--- config.mk ---
export PLATFORM = sky130hd
export DESIGN_NAME = pmguard_top
export DESIGN_NICKNAME = d
export VERILOG_FILES = /design/src/rtl/pmguard_pkg.sv /design/src/rtl/pmg_limit_reg.sv /design/src/rtl/pmg_region_cmp.sv /design/src/rtl/pmg_access_gate.sv /design/src/rtl/pmguard_top.sv
export SDC_FILE = /design/constraint.sdc
export NUM_CORES = 1
export LEC_CHECK = 0
export ABC_CLOCK_PERIOD_IN_PS = 2200
export BUFFER_PORTS_ARGS = -buffer_cell sky130_fd_sc_hd__buf_2
export CAP_MARGIN = 20
export CORE_MARGIN = 2
export CORE_UTILIZATION = 38
export CTS_BUF_LIST = sky130_fd_sc_hd__clkbuf_4 sky130_fd_sc_hd__clkbuf_8
export DETAILED_ROUTE_END_ITERATION = 12
export PLACE_DENSITY = 0.83
export RECOVER_POWER = 25
export SYNTH_ARGS = -nofsm -noshare
export SYNTH_HDL_FRONTEND = slang
export SYNTH_SLANG_ARGS = --single-unit
--- constraint.sdc ---
create_clock -name clk -period 2.2 [get_ports clk]
set_clock_uncertainty 0.2 [all_clocks]
set_input_delay 0.11 -clock clk [delete_from_list [all_inputs] [get_ports clk]]
set_output_delay 0.11 -clock clk [all_outputs]
set_load 0.05 [all_outputs]
--- src/rtl/pmguard_pkg.sv ---
package pmguard_pkg;
  typedef enum logic [1:0] {
    ACC_FETCH = 2'b00,
    ACC_READ  = 2'b01,
    ACC_WRITE = 2'b10,
    ACC_ERASE = 2'b11
  } acc_kind_e;
endpackage

--- src/rtl/pmg_limit_reg.sv ---
// Write-once boundary register: first strobe after reset wins.
module pmg_limit_reg #(
  parameter int LIM_W = 8
) (
  input  logic             clk,
  input  logic             rst_n,
  input  logic             we,
  input  logic [LIM_W-1:0] wdata,
  output logic [LIM_W-1:0] limit_q,
  output logic             locked_q
);
  always_ff @(posedge clk or negedge rst_n) begin
    if (!rst_n) begin
      limit_q  <= '0;
      locked_q <= 1'b0;
    end else if (we && !locked_q) begin
      limit_q  <= wdata;
      locked_q <= 1'b1;
    end
  end
endmodule

--- src/rtl/pmg_region_cmp.sv ---
// Reports whether an address lies strictly below the boundary {limit, zeros}.
module pmg_region_cmp #(
  parameter int ADDR_W = 17,
  parameter int LIM_W  = 8
) (
  input  logic [ADDR_W-1:0] addr,
  input  logic [LIM_W-1:0]  limit,
  output logic              below
);
  localparam int LOW_W = ADDR_W - LIM_W;
  logic [LIM_W-1:0] page;
  logic [LOW_W-1:0] offs;

  // Low bits of the boundary are zero, so only the top field decides.
  assign {page, offs} = addr;
  assign below = (page < limit);
endmodule

--- src/rtl/pmg_access_gate.sv ---
// Grant/deny decision plus the valid/ready and read-data steering.
module pmg_access_gate #(
  parameter int            DATA_W = 8,
  parameter logic [DATA_W-1:0] FILL = '1
) (
  input  logic              req_valid,
  input  logic [1:0]        req_kind,
  input  logic              pc_below,
  input  logic              addr_below,
  input  logic              mem_ready,
  input  logic [DATA_W-1:0] mem_rdata,
  output logic              deny,
  output logic              mem_valid,
  output logic              req_ready,
  output logic [DATA_W-1:0] rdata
);
  import pmguard_pkg::*;
  acc_kind_e kind;
  logic      data_style;

  assign kind       = acc_kind_e'(req_kind);
  assign data_style = (kind != ACC_FETCH);

  always_comb begin
    deny      = req_valid && data_style && !pc_below && addr_below;
    mem_valid = req_valid && !deny;
    req_ready = deny ? 1'b1 : mem_ready;
    rdata     = (deny && kind == ACC_READ) ? FILL : mem_rdata;
  end
endmodule

--- src/rtl/pmguard_top.sv ---
module pmguard_top #(
  parameter int ADDR_W = 17,
  parameter int LIM_W  = 8,
  parameter int DATA_W = 8
) (
  input  logic              clk,
  input  logic              rst_n,
  input  logic              lim_we,
  input  logic [LIM_W-1:0]  lim_wdata,
  output logic              lim_set,
  input  logic              req_valid,
  output logic              req_ready,
  input  logic [1:0]        req_kind,
  input  logic [ADDR_W-1:0] req_pc,
  input  logic [ADDR_W-1:0] req_addr,
  output logic              deny,
  output logic              mem_valid,
  input  logic              mem_ready,
  output logic [ADDR_W-1:0] mem_addr,
  output logic [1:0]        mem_kind,
  input  logic [DATA_W-1:0] mem_rdata,
  output logic [DATA_W-1:0] rdata
);
  logic [LIM_W-1:0] limit_q;
  logic             pc_below, addr_below;

  pmg_limit_reg #(.LIM_W(LIM_W)) u_lim (
    .clk(clk), .rst_n(rst_n), .we(lim_we), .wdata(lim_wdata),
    .limit_q(limit_q), .locked_q(lim_set)
  );

  pmg_region_cmp #(.ADDR_W(ADDR_W), .LIM_W(LIM_W)) u_pc_cmp (
    .addr(req_pc), .limit(limit_q), .below(pc_below)
  );

  pmg_region_cmp #(.ADDR_W(ADDR_W), .LIM_W(LIM_W)) u_addr_cmp (
    .addr(req_addr), .limit(limit_q), .below(addr_below)
  );

  pmg_access_gate #(.DATA_W(DATA_W), .FILL({DATA_W{1'b1}})) u_gate (
    .req_valid(req_valid), .req_kind(req_kind),
    .pc_below(pc_below), .addr_below(addr_below),
    .mem_ready(mem_ready), .mem_rdata(mem_rdata),
    .deny(deny), .mem_valid(mem_valid), .req_ready(req_ready), .rdata(rdata)
  );

  assign mem_addr = req_addr;
  assign mem_kind = req_kind;
endmodule

==> impl_metrics.yaml, run 1 <==
final_layout:
  layout-drive-gt1-share_pct: 52.4
  antennaDiodeCount: 0
  areaGrowthSynthToFinish_pct: 65.8
  multi_input_area_um2: 651
  fillCellCount: 176
  final-seq-area_um2: 225
  nNetsFinal: 242
  final_core_util_pct: 68.0
synthesis:
  syn-cell-area_um2: 933
  ys_types: 25
  ys_ff_latch: 9
  ys_seq_area_share_pct: 24.1
  ys.flop_type: "dfrtp_1"
  avgSynthCellArea_um2: 8.33
  synthAdderAreaFrac_pct: 18.8
  synthMuxAreaShare_pct: 1.21
  synth_compound_area_share_pct: 20.9
  netlist_instances: 112
  synth-edff-count: 0
  synth_top_area_share_pct: 24.1
  synth_xor_area_share_pct: 0
  ys_warn_count: 0
  yosys.area_share.simple_pct: 10.1
  synth_top_family_by_area: "buffers and inverters"
  synth_nets: 183
  synth_async_sr_flop_share_pct: 100
  synth.area.top_cells: "dfrtp_1 (24%), ha_1 (19%), buf_4 (16%)"
  synth_top_cell_by_area: "dfrtp_1"
die:
  core_mm2: 0.00228
  row_count: 17
  die_area_mm2: 0.00287
  start_util_pct: 41.0
  ios: 88
  die_w_um: 53.6
  chipHeight_um: 53.6
clock_tree:
  worst_skew_pair.late_latency_ps: 260
  cts_root_buf: "clkbuf_4"
  clk_pin_slew_worst_paths_ps: 70
  htree_levels: 1
  cts_tree: "yes"
  clock_sinks: 9
  clock_path_buffers: 2
  cts_buffers: 3
min_path:
  min_path_type: "primary input to asynchronous set/reset pin"
run_status:
  violations: "negative setup slack"
  status: "finished with violations"
worst_setup_path:
  cp_num_cells: 8
  r2r-end: "u_lim.limit_q[0]"
  path_delay_family: "compound AO/OA/AOI/OAI gates"
  rr_worst_depth: 3
  required_ps: 1890
  crit_slowest_cell: "dfrtp_1"
  startpoint_type: "register"
  max_stage_delay_ps: 370
  r2r_start: "u_lim.locked_q"
  critPathKind: "register to primary output"
  rrSetupSlack_ps: 840
  critPathMaxFanout: 11
  worstPathArrival_ps: 2150
  crit_chain: "inv_2 > ha_4 > a211o_1 > a31oi_2 > o2111ai_2 > buf_12 > o31a_2 > buf_6"
  critPathBufInv: 3
  cp-end-kind: "primary output"
detailed_routing:
  drc: 0
  drt_iter0_markers: 8
  wl_mm: 2.21
  routed-via-count: 966
  firstDrtPassIters: 4
  via_per_inst: 4.88
  wl_per_cell_um: 11.2
  drtAntennaViolNets: 0
global_routing:
  grt.total_usage_pct: 16.5
  grt_pass1_vias: 930
  antenna_found_initial: 0
  grt_max_degree: 16
  grt-ovfl-total: 0
  grt_pass1_wl_mm: 3.52
power_and_ir_drop:
  power_density_mw_per_mm2: 501
  vdd_drop_max_mv: 0.404
  leakage_uw: 0.000766
sta:
  hold_violations: 0
  worstMarginPinSlew_ps: 813
  timing.setup.tns_ps: -2440
  slew_viol_final: 0
  max_freq_mhz: 407
  period_needed_ps: 2460
  max-slew-margin-rel_pct: 45.8
  setup_viol: 11
  rsz0062_at_grt: "yes"
  min_period_over_period_pct: 112
  setup_slack_ps: -257
place:
  dpl.hpwl_mm: 1.84
  gp_congestion: 0.843
  port_buffers: 60
run:
  cap_violations: 0
-- area by class of cell --
type / count / area share, %
clock buffer: 3 / 1.46
clock inverter: 1 / 0.323
inverter: 17 / 4.12
multi-input combinational: 63 / 42.0
sequential: 9 / 14.6
tap: 28 / 2.26
timing repair buffer: 77 / 35.2
-- where the power goes --
part / internal [uW] / switching (uW) / total, uW
clock: 66.8 / 56.9 / 124
combinational: 190 / 271 / 460
sequential: 185 / 6.02 / 191
-- worst register-to-register path, delay by kind of cell, from the launching register on --
kind	cells	cell delay [ps]
mux	1	340
buf+inv	1	180
simple gates	1	110
flops	1	400
-- per-stage QoR --
step,setup slack [ps],power (uW),hold slack (ps),instance area [um2],instances
after CTS,-286,782,17.9,1540,198
after detailed placement,-102,598,-228,1320,183
after floorplan,-25.6,535,-386,1080,112
final,-257,775,18.6,1550,198
after global placement,-45.1,584,-233,1320,183
after global routing,-347,828,20.1,1550,198
-- synth_stat cells (all sizes together) (2+ instances only) --
| cell | number |
|---|---|
| ha | 14 |
| nand2b | 3 |
| a31oi | 2 |
| nand2 | 9 |
| a21oi | 2 |
| buf | 22 |
| o31ai | 9 |
| o21ai | 10 |
| nor2 | 2 |
| inv | 17 |
| dfrtp | 9 |
| a211o | 2 |
-- flip-flops by register name (all words and copies together) (netlist names) --
| register | count |
|---|---|
| u_lim.locked_q | 1 |
| u_lim.limit_q | 8 |
-- metal layers --
layer  routed length, um  global-route usage [%]
met4                   2                    5.56
met1                 782                    15.3
met3                 191                    2.22
met2                1240                    35.4
met5                   0                       0
-- worst max path at each step --
stage | start | end | slack, ps
after floorplan | u_lim.limit_q[2] | rdata[1] | -30
after global placement | u_lim.limit_q[2] | rdata[1] | -50
after detailed placement | u_lim.limit_q[2] | rdata[1] | -100
after CTS | u_lim.limit_q[2] | mem_valid | -290
after global routing | u_lim.limit_q[2] | mem_valid | -350
final | u_lim.limit_q[2] | mem_valid | -260
-- cell families (layout without fill, tap and decap cells) --
| group | Yosys count | count (layout) |
|---|---|---|
| multiplexers | 1 | 1 |
| AND/OR/NAND/NOR | 19 | 19 |
| buffers and inverters | 40 | 98 |
| adder cells (fa/ha/maj) | 14 | 14 |
| flip-flops | 9 | 9 |
| AO/OA/AOI/OAI | 29 | 29 |
-- cell usage in the layout, fill, tap and decap left out, types with 2 or more instances in the layout --
master / synthesis / final
a211o_1: 2 / 2
a21oi_1: 2 / 2
buf_2: 0 / 49
buf_4: 20 / 3
buf_6: 1 / 14
clkbuf_4: 0 / 3
dfrtp_1: 9 / 9
dlygate4sd3_1: 0 / 10
ha_1: 14 / 13
inv_1: 17 / 16
nand2_1: 9 / 9
nand2b_1: 3 / 3
nor2_1: 2 / 2
o21ai_0: 10 / 9
o31ai_4: 0 / 9
-- repair_timing --
action,CTS,global route
resized for setup,26,2
endpoints found under the setup margin,11,11
hold endpoints to repair,18,0
setup buffers,1,0
hold buffers,10,0
pin swaps,1,0
No activity file was read; power rests on OpenSTA's default activity.
==> inputs of run 2 (changes only) <==
Settings changed: REMOVE_ABC_BUFFERS from default to 1.
==> impl_metrics.yaml, run 2 (synthesis gave the netlist of run 1 again) <==
clock_tree:
  cts_root_buf: "clkbuf_4"
  clock_path_buffers: 2
  clk_pin_slew_worst_paths_ps: 60
  worst_skew_pair.late_latency_ps: 250
  cts_tree: "yes"
  post_cts_buffers: 0
  cts_buffers: 3
  htree_levels: 1
  clock_sinks: 9
detailed_routing:
  routed-via-count: 1022
  drc: 0
  wl_met2_mm: 1.51
  routed.top_layer: "met4"
  drt_iter0_markers: 18
  wl_mm: 2.71
  firstDrtPassIters: 4
  route.met3.wl_um: 232
  drtAntennaViolNets: 0
  via_per_inst: 5.19
  wl_met1_um: 960
  wl_per_cell_um: 13.8
final_layout:
  reg_top3: "u_lim.limit_q (8), u_lim.locked_q (1)"
  stdcell_count: 197
  layout_commonest_cell: "buf_2"
  top_register: "u_lim.limit_q"
  antennaDiodeCount: 0
  largest_reg_flops: 8
  areaGrowthSynthToFinish_pct: 60.6
  layout-drive-gt1-share_pct: 52.7
  layout_common_cells: "buf_2 (49), inv_1 (15), ha_1 (13), buf_6 (12)"
  nNetsFinal: 241
sta:
  setup_slack_ps: -250
  setup_viol: 11
  min_period_over_period_pct: 111
  period_needed_ps: 2450
  hold_violations: 0
  max_freq_mhz: 408
  worstMarginPinSlew_ps: 837
  max-slew-margin-rel_pct: 44.2
  rsz0062_at_grt: "yes"
  slew_viol_final: 0
place:
  dp_slack_ps: -91.0
  dpl.hpwl_mm: 1.91
  place_inst: 181
  port_buffers: 60
  gp_congestion: 0.850
power_and_ir_drop:
  power_density_mw_per_mm2: 512
  finalPower_uw: 768
  vdd_drop_max_mv: 0.291
  leakage_uw: 0.000750
run_status:
  violations: "negative setup slack"
  status: "finished with violations"
die:
  chipHeight_um: 53.6
  row_count: 17
  die_w_um: 53.6
  core_mm2: 0.00228
  die_area_mm2: 0.00287
  ios: 88
  start_util_pct: 41.0
global_routing:
  grt-ovfl-total: 0
  grt.total_usage_pct: 16.9
  grt_pass1_wl_mm: 3.52
  grt_max_degree: 16
  grt_pass1_vias: 910
  antenna_found_initial: 0
worst_setup_path:
  critPathMaxFanout: 6
  cp-end-kind: "primary output"
  worstPathArrival_ps: 2140
  required_ps: 1890
  startpoint_type: "register"
  critPathKind: "register to primary output"
min_path:
  min_path_type: "primary input to asynchronous set/reset pin"
run:
  cap_violations: 0
## run 2: metal layers
metal / track usage (%) / up-vias
met2: 35.0 / 63
met5: 0 / -
met1: 14.7 / 479
li1: - / 478
met4: 7.69 / 0
met3: 4.44 / 2
## run 2: path summary, 6_finish.rpt
check                            startpoint               end  slack (ps)  cells past startpoint
max                        u_lim.limit_q[2]          rdata[0]        -250                      8
min                                   rst_n    u_lim.locked_q          20                      2
max reg2reg                  u_lim.locked_q  u_lim.limit_q[0]         840                      3
min reg2reg                  u_lim.locked_q    u_lim.locked_q         310                      1
max in group asynchronous             rst_n  u_lim.limit_q[4]        1600                      2
min in group clk                req_addr[0]       mem_addr[0]          20                      0
## run 2: critical path, stage by stage (launching register included)
cell and delay (ps):
dfrtp_1 370, inv_2 70, ha_4 200, a211o_1 260
a31oi_2 160, o2111ai_2 180, buf_6 190, o31ai_4 240
buf_6 200
## run 2: timing repair
action	CTS	global route
hold buffers	10	0
endpoints found under the hold margin	18	0
gates resized for setup	33	21
pin swaps	4	3
endpoints found under the setup margin	11	11
cloned	2	0
## run 2: layout make-up
type,count,area (um2)
fill,185,777
inverter,17,63.8
clock buffer,4,30.0
tap,28,35.0
multi-input combinational,63,627
timing repair buffer,76,518
sequential,9,225
## run 2: power by group
part	switching, uW	internal [uW]
Combinational	272	172
Sequential	6.79	185
Clock	51.3	81.8
## run 2: metrics by stage
step | area [um2] | hold WS (ps) | util [%] | TNS, ps
after floorplan | 764 | -386 | - | -7910
after global placement | 1130 | -234 | 49.6 | -142
after detailed placement | 1130 | -227 | 49.6 | -329
after CTS | 1390 | 20.6 | 60.9 | -2640
after global routing | 1500 | 20.3 | 65.9 | -3490
final | 1500 | 20.4 | 65.9 | -2440
==> inputs of run 3 (changes only) <==
Settings changed: CORE_UTILIZATION 38 to 30, PLACE_DENSITY 0.83 to 0.68.
==> impl_metrics.yaml, run 3 (synthesis gave the netlist of run 1 again) <==
worst_setup_path:
  critPathBufInv: 4
  rrSetupSlack_ps: 870
  endpoint: "rdata[3]"
  required_ps: 1890
  startpoint_type: "register"
  cp-end-kind: "primary output"
  r2r_start: "u_lim.locked_q"
  r2r-end: "u_lim.limit_q[0]"
  rr_worst_depth: 3
  crit_slowest_cell: "dfrtp_1"
  max_stage_delay_ps: 330
  worstPathArrival_ps: 2140
  cp-startpoint: "u_lim.limit_q[1]"
  path_delay_family: "compound AO/OA/AOI/OAI gates"
  critPathKind: "register to primary output"
  cp_num_cells: 9
  critPathMaxFanout: 6
  crit_chain: "inv_2 > buf_6 > ha_4 > a211o_1 > a31oi_2 > o2111ai_2 > buf_6 > o31ai_2 > buf_6"
  cpMostUsedCell: "buf_6"
final_layout:
  areaGrowthSynthToFinish_pct: 72.8
  nNetsFinal: 248
  layout_common_cells: "buf_2 (49), inv_1 (13), buf_6 (13), ha_1 (11), dlygate4sd3_1 (10)"
  fillCellCount: 273
  layout_commonest_cell: "buf_2"
  antennaDiodeCount: 0
  reg_top3: "u_lim.limit_q (8), u_lim.locked_q (1)"
  layout-drive-gt1-share_pct: 57.4
  largest_reg_flops: 8
  top_register: "u_lim.limit_q"
  stdcell_count: 209
clock_tree:
  clk_pin_slew_worst_paths_ps: 50
  cts_buffers: 3
  clock_path_buffers: 2
  htree_levels: 1
  clock_sinks: 9
  cts_tree: "yes"
  worst_skew_pair.late_latency_ps: 250
  cts_root_buf: "clkbuf_4"
detailed_routing:
  via_per_inst: 4.85
  wl_mm: 2.86
  firstDrtPassIters: 4
  drtAntennaViolNets: 0
  wl_per_cell_um: 13.7
  drt_iter0_markers: 24
  drc: 0
  routed-via-count: 1014
place:
  gp_congestion: 0.662
  port_buffers: 60
  place_inst: 189
  dp_slack_ps: -257
  dpl.hpwl_mm: 1.83
sta:
  worstMarginPinSlew_ps: 766
  rsz0062_at_grt: "yes"
  setup_viol: 11
  max-slew-margin-rel_pct: 49.0
  setup_slack_ps: -252
  min_period_over_period_pct: 111
  slew_viol_final: 0
  hold_slack_ps: 20.4
  period_needed_ps: 2450
  hold_violations: 0
  max_freq_mhz: 408
die:
  ios: 88
  chipHeight_um: 59.8
  die_w_um: 59.8
  die_area_mm2: 0.00357
  core_mm2: 0.00300
  start_util_pct: 31.1
  row_count: 20
global_routing:
  grt_pass1_wl_mm: 4.00
  grt.total_usage_pct: 14.7
  grt_max_degree: 16
  grt-ovfl-total: 0
  antenna_found_initial: 0
  grt_pass1_vias: 976
run_status:
  status: "finished with violations"
  violations: "negative setup slack"
power_and_ir_drop:
  power_density_mw_per_mm2: 512
  leakage_uw: 0.000795
  vdd_drop_max_mv: 0.229
min_path:
  min_path_type: "primary input to primary output"
run:
  cap_violations: 0
==> run 3: area by class of cell <==
| cell class | count | area, um2 | area share [%] |
|---|---|---|---|
| Multi-Input combinational cell | 63 | 658 | 40.8 |
| Timing Repair Buffer | 83 | 594 | 36.9 |
| Sequential cell | 9 | 225 | 14.0 |
| Inverter | 17 | 63.8 | 3.96 |
| Tap cell | 33 | 41.3 | 2.56 |
| Clock buffer | 4 | 30.0 | 1.86 |
==> run 3: repair_timing <==
item | in CTS | in global routing
endpoints found under the hold margin | 18 | 0
hold buffers | 10 | 0
gates cloned | 1 | 0
pin swaps | 4 | 3
setup endpoints to repair | 11 | 11
resized for setup | 42 | 19
buffers inserted | 4 | 1
==> run 3: worst reg2reg max path: stages (launching register included) <==
cell and delay (ps):
dfrtp_1 380, nor2b_1 110, buf_4 190, mux2_2 340
==> run 3: per-layer routing <==
metal  global-route usage, %  up-vias  wire length [um]
li1                        -      495                 -
met1                    13.8      458              1010
met2                    29.7       57              1570
met3                    5.41        4               253
met4                    2.86        0                31
met5                       0        -                 0
==> run 3: per-stage QoR <==
stage	TNS (ps)	power, uW	cell area [um2]	utilization (%)
4_1_cts	-2940	782	1520	50.7
3_5_place_dp	-1940	518	1160	38.6
3_3_place_gp	-1660	514	1160	38.6
5_1_grt	-3150	884	1610	53.7
2_1_floorplan	-7910	368	764	-
6_report	-2090	826	1610	53.7
==> run 3: how the worst min path moves through the flow <==
stage	end	from	depth (start not counted)	slack, ps
3_5_place_dp	u_lim.limit_q[5]	rst_n	1	-230
4_1_cts	mem_addr[1]	req_addr[1]	0	20
5_1_grt	mem_addr[8]	req_addr[8]	0	20
3_3_place_gp	u_lim.limit_q[5]	rst_n	1	-220
6_report	mem_addr[4]	req_addr[4]	0	20
2_1_floorplan	u_lim.limit_q[0]	rst_n	0	-390
==> run 3: report_power, final <==
part / switching, uW / internal [uW] / total (uW)
combinational: 285 / 218 / 502
clock: 49.9 / 81.7 / 132
sequential: 7.11 / 185 / 192
